### src/rtl/ram_ptr_pkg.sv
package ram_ptr_pkg;
  localparam int ADDR_W = 7;
  localparam int DATA_W = 8;
  localparam int BIT_W  = $clog2(DATA_W);

  typedef enum logic [2:0] {
    OP_IDLE  = 3'd0,
    OP_READ  = 3'd1,
    OP_WRITE = 3'd2,
    OP_BSET  = 3'd3,
    OP_BCLR  = 3'd4,
    OP_TBLRD = 3'd5
  } op_e;

  typedef enum logic [1:0] {
    SRC_BUS = 2'd0,
    SRC_SET = 2'd1,
    SRC_CLR = 2'd2,
    SRC_ROM = 2'd3
  } src_e;

  typedef struct packed {
    logic              rdEn;
    logic              wrEn;
    src_e              src;
    logic [BIT_W-1:0]  bitIdx;
    logic              tblhLoad;
    logic [ADDR_W-1:0] effAddr;
  } strobe_t;
endpackage

### src/rtl/ram_ptr_ctrl.sv
module ram_ptr_ctrl
  import ram_ptr_pkg::*;
(
  input  logic              clk,
  input  logic              rstN,
  input  logic [2:0]        reqOp,
  input  logic [ADDR_W-1:0] reqAddr,
  input  logic [BIT_W-1:0]  bitSel,
  input  logic [ADDR_W-1:0] ptrAddr,
  output strobe_t           strb,
  output logic              busy,
  output logic              romEn
);
  logic              pendTbl;
  logic [ADDR_W-1:0] pendAddr;
  logic [ADDR_W-1:0] effNow;

  assign effNow = (reqAddr == '0) ? ptrAddr : reqAddr;
  assign busy   = pendTbl;

  always_comb begin
    strb  = '0;
    romEn = 1'b0;
    if (pendTbl) begin
      strb.wrEn     = 1'b1;
      strb.src      = SRC_ROM;
      strb.tblhLoad = 1'b1;
      strb.effAddr  = pendAddr;
    end else begin
      strb.effAddr = effNow;
      strb.bitIdx  = bitSel;
      case (op_e'(reqOp))
        OP_READ:  strb.rdEn = 1'b1;
        OP_WRITE: begin strb.wrEn = 1'b1; strb.src = SRC_BUS; end
        OP_BSET:  begin strb.wrEn = 1'b1; strb.src = SRC_SET; end
        OP_BCLR:  begin strb.wrEn = 1'b1; strb.src = SRC_CLR; end
        OP_TBLRD: romEn = 1'b1;
        default:  ;
      endcase
    end
  end

  always_ff @(posedge clk or negedge rstN) begin
    if (!rstN) begin
      pendTbl  <= 1'b0;
      pendAddr <= '0;
    end else begin
      pendTbl <= romEn;
      if (romEn) pendAddr <= effNow;
    end
  end
endmodule

### src/rtl/ram_ptr_dp.sv
module ram_ptr_dp
  import ram_ptr_pkg::*;
#(
  parameter int RAM_DEPTH = 32,
  parameter int RAM_BASE  = 'h40,
  parameter int PTR_ADDR  = 'h01,
  parameter int TBLP_ADDR = 'h07,
  parameter int PORT_ADDR = 'h12,
  parameter int PORT_BITS = 6,
  parameter int ROM_W     = 14,
  parameter int ROM_AW    = 10
) (
  input  logic                     clk,
  input  logic                     rstN,
  input  strobe_t                  strb,
  input  logic [DATA_W-1:0]        wrData,
  input  logic [ROM_W-1:0]         romData,
  output logic [DATA_W-1:0]        rdData,
  output logic                     rdValid,
  output logic [ROM_W-DATA_W-1:0]  tblHigh,
  output logic [ROM_AW-1:0]        romAddr,
  output logic [ADDR_W-1:0]        ptrAddr
);
  localparam int HIGH_W = ROM_W - DATA_W;
  localparam int PAGE_W = ROM_AW - DATA_W;
  localparam int RAM_AW = $clog2(RAM_DEPTH);

  logic [DATA_W-1:0]    ptrReg, tblpReg;
  logic [PORT_BITS-1:0] portReg;
  logic [DATA_W-1:0]    ramMem [RAM_DEPTH];
  logic [DATA_W-1:0]    curByte, nextByte, bitMask;
  logic [ADDR_W-1:0]    ramOff;
  logic [RAM_AW-1:0]    ramIdx;
  logic hitPtr, hitTblp, hitPort, hitRam;

  assign hitPtr  = strb.effAddr == ADDR_W'(PTR_ADDR);
  assign hitTblp = strb.effAddr == ADDR_W'(TBLP_ADDR);
  assign hitPort = strb.effAddr == ADDR_W'(PORT_ADDR);
  assign hitRam  = (int'(strb.effAddr) >= RAM_BASE) &&
                   (int'(strb.effAddr) <  RAM_BASE + RAM_DEPTH);
  assign ramOff  = strb.effAddr - ADDR_W'(RAM_BASE);
  assign ramIdx  = ramOff[RAM_AW-1:0];

  assign ptrAddr = ptrReg[ADDR_W-1:0];
  assign romAddr = {{PAGE_W{1'b1}}, tblpReg};
  assign bitMask = DATA_W'(1) << strb.bitIdx;

  always_comb begin
    if (hitPtr)       curByte = ptrReg;
    else if (hitTblp) curByte = tblpReg;
    else if (hitPort) curByte = DATA_W'(portReg);
    else if (hitRam)  curByte = ramMem[ramIdx];
    else              curByte = '0;
  end

  always_comb begin
    case (strb.src)
      SRC_SET: nextByte = curByte | bitMask;
      SRC_CLR: nextByte = curByte & ~bitMask;
      SRC_ROM: nextByte = romData[DATA_W-1:0];
      default: nextByte = wrData;
    endcase
  end

  always_ff @(posedge clk or negedge rstN) begin
    if (!rstN) begin
      ptrReg  <= '0;
      tblpReg <= '0;
      portReg <= '0;
      for (int i = 0; i < RAM_DEPTH; i++) ramMem[i] <= '0;
    end else if (strb.wrEn) begin
      if (hitPtr)  ptrReg  <= nextByte;
      if (hitTblp) tblpReg <= nextByte;
      if (hitPort) portReg <= nextByte[PORT_BITS-1:0];
      if (hitRam)  ramMem[ramIdx] <= nextByte;
    end
  end

  always_ff @(posedge clk or negedge rstN) begin
    if (!rstN) begin
      rdData  <= '0;
      rdValid <= 1'b0;
      tblHigh <= '0;
    end else begin
      rdValid <= strb.rdEn;
      if (strb.rdEn) rdData <= curByte;
      if (strb.tblhLoad) tblHigh <= romData[ROM_W-1:ROM_W-HIGH_W];
    end
  end
endmodule

### src/rtl/ram_ptr_unit.sv
module ram_ptr_unit
  import ram_ptr_pkg::*;
#(
  parameter int RAM_DEPTH = 32,
  parameter int RAM_BASE  = 'h40,
  parameter int PTR_ADDR  = 'h01,
  parameter int TBLP_ADDR = 'h07,
  parameter int PORT_ADDR = 'h12,
  parameter int PORT_BITS = 6,
  parameter int ROM_W     = 14,
  parameter int ROM_AW    = 10
) (
  input  logic                    clk,
  input  logic                    rstN,
  input  logic [2:0]              reqOp,
  input  logic [ADDR_W-1:0]       reqAddr,
  input  logic [DATA_W-1:0]       wrData,
  input  logic [BIT_W-1:0]        bitSel,
  input  logic [ROM_W-1:0]        romData,
  output logic [DATA_W-1:0]       rdData,
  output logic                    rdValid,
  output logic [ROM_W-DATA_W-1:0] tblHigh,
  output logic                    busy,
  output logic                    romEn,
  output logic [ROM_AW-1:0]       romAddr
);
  strobe_t           strb;
  logic [ADDR_W-1:0] ptrAddr;

  ram_ptr_ctrl ctrl (
    .clk(clk), .rstN(rstN), .reqOp(reqOp), .reqAddr(reqAddr),
    .bitSel(bitSel), .ptrAddr(ptrAddr), .strb(strb), .busy(busy),
    .romEn(romEn)
  );

  ram_ptr_dp #(
    .RAM_DEPTH(RAM_DEPTH), .RAM_BASE(RAM_BASE), .PTR_ADDR(PTR_ADDR),
    .TBLP_ADDR(TBLP_ADDR), .PORT_ADDR(PORT_ADDR), .PORT_BITS(PORT_BITS),
    .ROM_W(ROM_W), .ROM_AW(ROM_AW)
  ) dp (
    .clk(clk), .rstN(rstN), .strb(strb), .wrData(wrData),
    .romData(romData), .rdData(rdData), .rdValid(rdValid),
    .tblHigh(tblHigh), .romAddr(romAddr), .ptrAddr(ptrAddr)
  );
endmodule

### config.mk
export PLATFORM = sky130hd
export DESIGN_NAME = ram_ptr_unit
export DESIGN_NICKNAME = d
export VERILOG_FILES = /design/src/rtl/ram_ptr_pkg.sv /design/src/rtl/ram_ptr_ctrl.sv /design/src/rtl/ram_ptr_dp.sv /design/src/rtl/ram_ptr_unit.sv
export SDC_FILE = /design/constraint.sdc
export NUM_CORES = 1
export LEC_CHECK = 0
export ABC_AREA = 0
export BUFFER_PORTS_ARGS = -buffer_cell sky130_fd_sc_hd__buf_2
export CORE_ASPECT_RATIO = 0.5
export CORE_MARGIN = 8
export CORE_UTILIZATION = 64
export CTS_BUF_LIST = sky130_fd_sc_hd__clkbuf_8
export DETAILED_ROUTE_END_ITERATION = 10
export PLACE_DENSITY = 0.82
export SYNTH_ARGS = -nofsm -noshare
export SYNTH_HDL_FRONTEND = slang
export SYNTH_HIERARCHICAL = 1
export SYNTH_SLANG_ARGS = --single-unit
### constraint.sdc
create_clock -name clk -period 4.35 [get_ports clk]
set_input_delay 0.2175 -clock clk [delete_from_list [all_inputs] [get_ports clk]]
set_output_delay 0.2175 -clock clk [all_outputs]
set_load 0.1 [all_outputs]
==> out/metrics.cfg <==
[final_layout]
fillers = 1600
fin_area_um2 = 16200
syn_to_final_growth_pct = 11.8
multi_input_area_um2 = 6400
drive_gt1_share_pct = 24.6
diodes = 0
fin_util_pct = 71.9
finalNetCount = 1412
ff_latch_area_um2 = 7530

[outcome]
run_status = completed

[route]
wire_per_inst_um = 22.5
viasPerCell = 6.33
wl_um = 38600
first_pass_iters = 5
route.detailed.drc = 0
ant_nets = 0
dr_total_vias = 10900
dr.first_iter.drc_count = 1178

[sta]
slew_violations = 0
fin_worst_skew_ns = 0.0143
hold_ws_ns = 0.0484
timing.fmax_mhz = 250
worst_pin_slew_ns = 0.964
finalCriticalPeriod_ns = 3.99
rsz0062_at_grt = false
maxSlewHeadroom_pct = 35.7
timing_hold_violations_final = 0
finalCritPeriodShare_pct = 91.8
setup_tns_ns = 0
setup_violations = 0

[logic_synthesis]
synth_compound_area_share_pct = 12.6
synth_edf_count = 0
yosys.area_share.simple_pct = 12.0
synth_top_family_by_area = multiplexers
yosysUniqueCellTypes = 69
synth_common_cells = 301 x dfrtp_1, 154 x nand2_1, 150 x nor2_1
yosysWarnings = 6
syn_area_um2 = 14500
synthCells = 1292
yosysMostFrequentCell = dfrtp_1
seq_area_frac_synth_pct = 52.1
syn-mean-instance-area_um2 = 11.2
synthMuxAreaShare_pct = 19.0
netlist.area_leader.share_pct = 52.1
synthFlopType = dfrtp_1
synth_seq_cells = 301
synthAdderAreaFrac_pct = 0
yosysTopAreaCell = dfrtp_1
synth_area_leaders = dfrtp_1 52%, mux2_2 8.3%, mux4_1 4.7%
async_flop_share_pct = 100
synth_xor_area_share_pct = 0.0606

[place]
numPortBuffers = 61
dpl_cell_area_um2 = 15100
gp_congestion = 0.939
hpwl_um = 26400

[run]
maxCapViolations = 0

[global_route]
grt_pass1_vias = 10800
grt_antenna_before_repair = 0
grtUsageTotal_pct = 27.8
grtUsageMet2_pct = 39.7
grtUsageMet1_pct = 40.7
busiest_layer = met1
use_met3_pct = 10.1
grt_pass1_wl_um = 61600
grt_max_degree = 111
gr-total-overflow = 0

[cts]
post-cts-setup-buffer-count = 0
htree_levels = 2
clockRootBuffer = clkbuf_8
clk_path_buf_depth = 3
clkTransAtPathRegs_ns = 0.07
numCtsBuffers = 43
tritoncts = yes
clock_sinks = 301
clk_latency_ns = 0.56

[die]
rows = 39
io_pins = 64
dieArea_um2 = 28000
core_um2 = 22500
die_h_um = 122
dieWidth_um = 229
initial_core_util_pct = 64.3

[setup_path]
end_kind = flip-flop
critPathRequiredTime_ns = 4.82
cp-start-kind = primary input
crit_path_max_fanout = 35
crit_arrival_ns = 4.47
crit_type = in2reg

[pwr]
ir_drop_mv = 0.374
leakagePower_nw = 7.49
power_mw = 7.12
power_density_nw_per_um2 = 441

[worst_hold_path]
hold_path_class = in2reg

-- registers in the layout, indices dropped and copies added, names as in the netlist --
name / flops
dp/tblpReg: 8
dp/ptrReg: 8
dp/tblHigh: 6
dp/rdData: 8
dp/portReg: 6
dp/ramMem: 256
ctrl/busy: 1
dp/rdValid: 1
ctrl/pendAddr: 7
-- cell usage in the layout, fill, tap and decap left out, types with 3 or more instances in the layout --
master,n
a21o_1,3
buf_2,60
nand2b_1,5
nor2b_1,11
a31oi_1,11
buf_4,46
o22a_1,4
buf_12,5
dfrtp_1,301
nand3_1,12
o221ai_1,3
and2_1,3
nor2_1,150
a21oi_2,10
mux2_2,107
o22ai_1,16
a22o_1,7
nor3b_1,5
a22oi_1,18
nor3_1,13
dlygate4sd3_1,11
clkbuf_8,57
or3b_2,3
mux4_1,26
mux4_2,24
nand3b_1,9
mux2i_1,32
nand2_1,154
o21ai_0,125
o21ai_2,5
and3_1,3
or3_1,5
inv_1,21
clkinv_2,5
a21oi_1,89
-- cell families after synthesis --
group / Yosys count
AO/OA/AOI/OAI: 312
XOR/XNOR: 1
buffers and inverters: 98
flip-flops: 301
multiplexers: 189
other: 1
AND/OR/NAND/NOR: 390
-- layer usage --
layer	part of all wire, %	vias to the layer above
met1	45	5434
li1	-	4810
met2	42	556
met4	1.4	0
met3	12	55
met5	0	-
-- final timing paths --
check                                           start                            to  slack [ns]  cells after the start
setup / recovery                           reqAddr[3]     dp/ramMem[77]$_DFFE_PN0P_        0.36                     14
setup reg to reg                  ctrl/busy$_DFF_PN0_    dp/ramMem[177]$_DFFE_PN0P_        0.48                     12
hold reg to reg            dp/ramMem[117]$_DFFE_PN0P_    dp/ramMem[117]$_DFFE_PN0P_        0.48                      2
max in group asynchronous                        rstN    dp/ramMem[161]$_DFFE_PN0P_        2.92                      3
hold / removal                             reqAddr[0]  ctrl/pendAddr[0]$_DFFE_PN0P_        0.05                      3
min in group asynchronous                        rstN    dp/ramMem[123]$_DFFE_PN0P_        0.28                      2
-- report_power, final --
part | internal (mW) | leakage [nW] | total, mW | switching [mW]
combinational | 0.472 | 2.90 | 1.40 | 0.927
clock | 1.30 | 0.515 | 2.42 | 1.12
sequential | 3.11 | 4.08 | 3.30 | 0.192
-- critical path: stages --
cell,delay (ns)
dlygate4sd3_1,0.53
buf_2,0.14
nor4_4,0.42
nand3_1,0.25
a2bb2oi_4,0.56
buf_4,0.35
buf_4,0.23
mux4_2,0.21
o22a_1,0.21
o21ai_0,0.13
nor4_2,0.56
o21ai_2,0.12
buf_4,0.26
o21ai_0,0.23
-- repair_timing --
item,in CTS,in global routing
setup endpoints to repair,0,35
endpoints found under the hold margin,116,0
resized for setup,0,1
hold buffers,11,0
-- area by class of cell --
class                   instances  share of cell area, %
inverters                      12                  0.279
clock buffers                  57                   4.85
flip-flops and latches        301                   46.6
repair buffers                123                   5.39
multi-input cells             894                   39.6
well taps                     307                   2.38
clock inverters                20                  0.937
-- metrics by stage --
stage,instances,setup WS (ns)
6_report,1714,0.358
5_1_grt,1714,0.233
4_1_cts,1714,0.302
3_5_place_dp,1626,0.289
3_3_place_gp,1626,0.353
2_1_floorplan,1293,0.409
No activity file was read; power rests on OpenSTA's default activity.
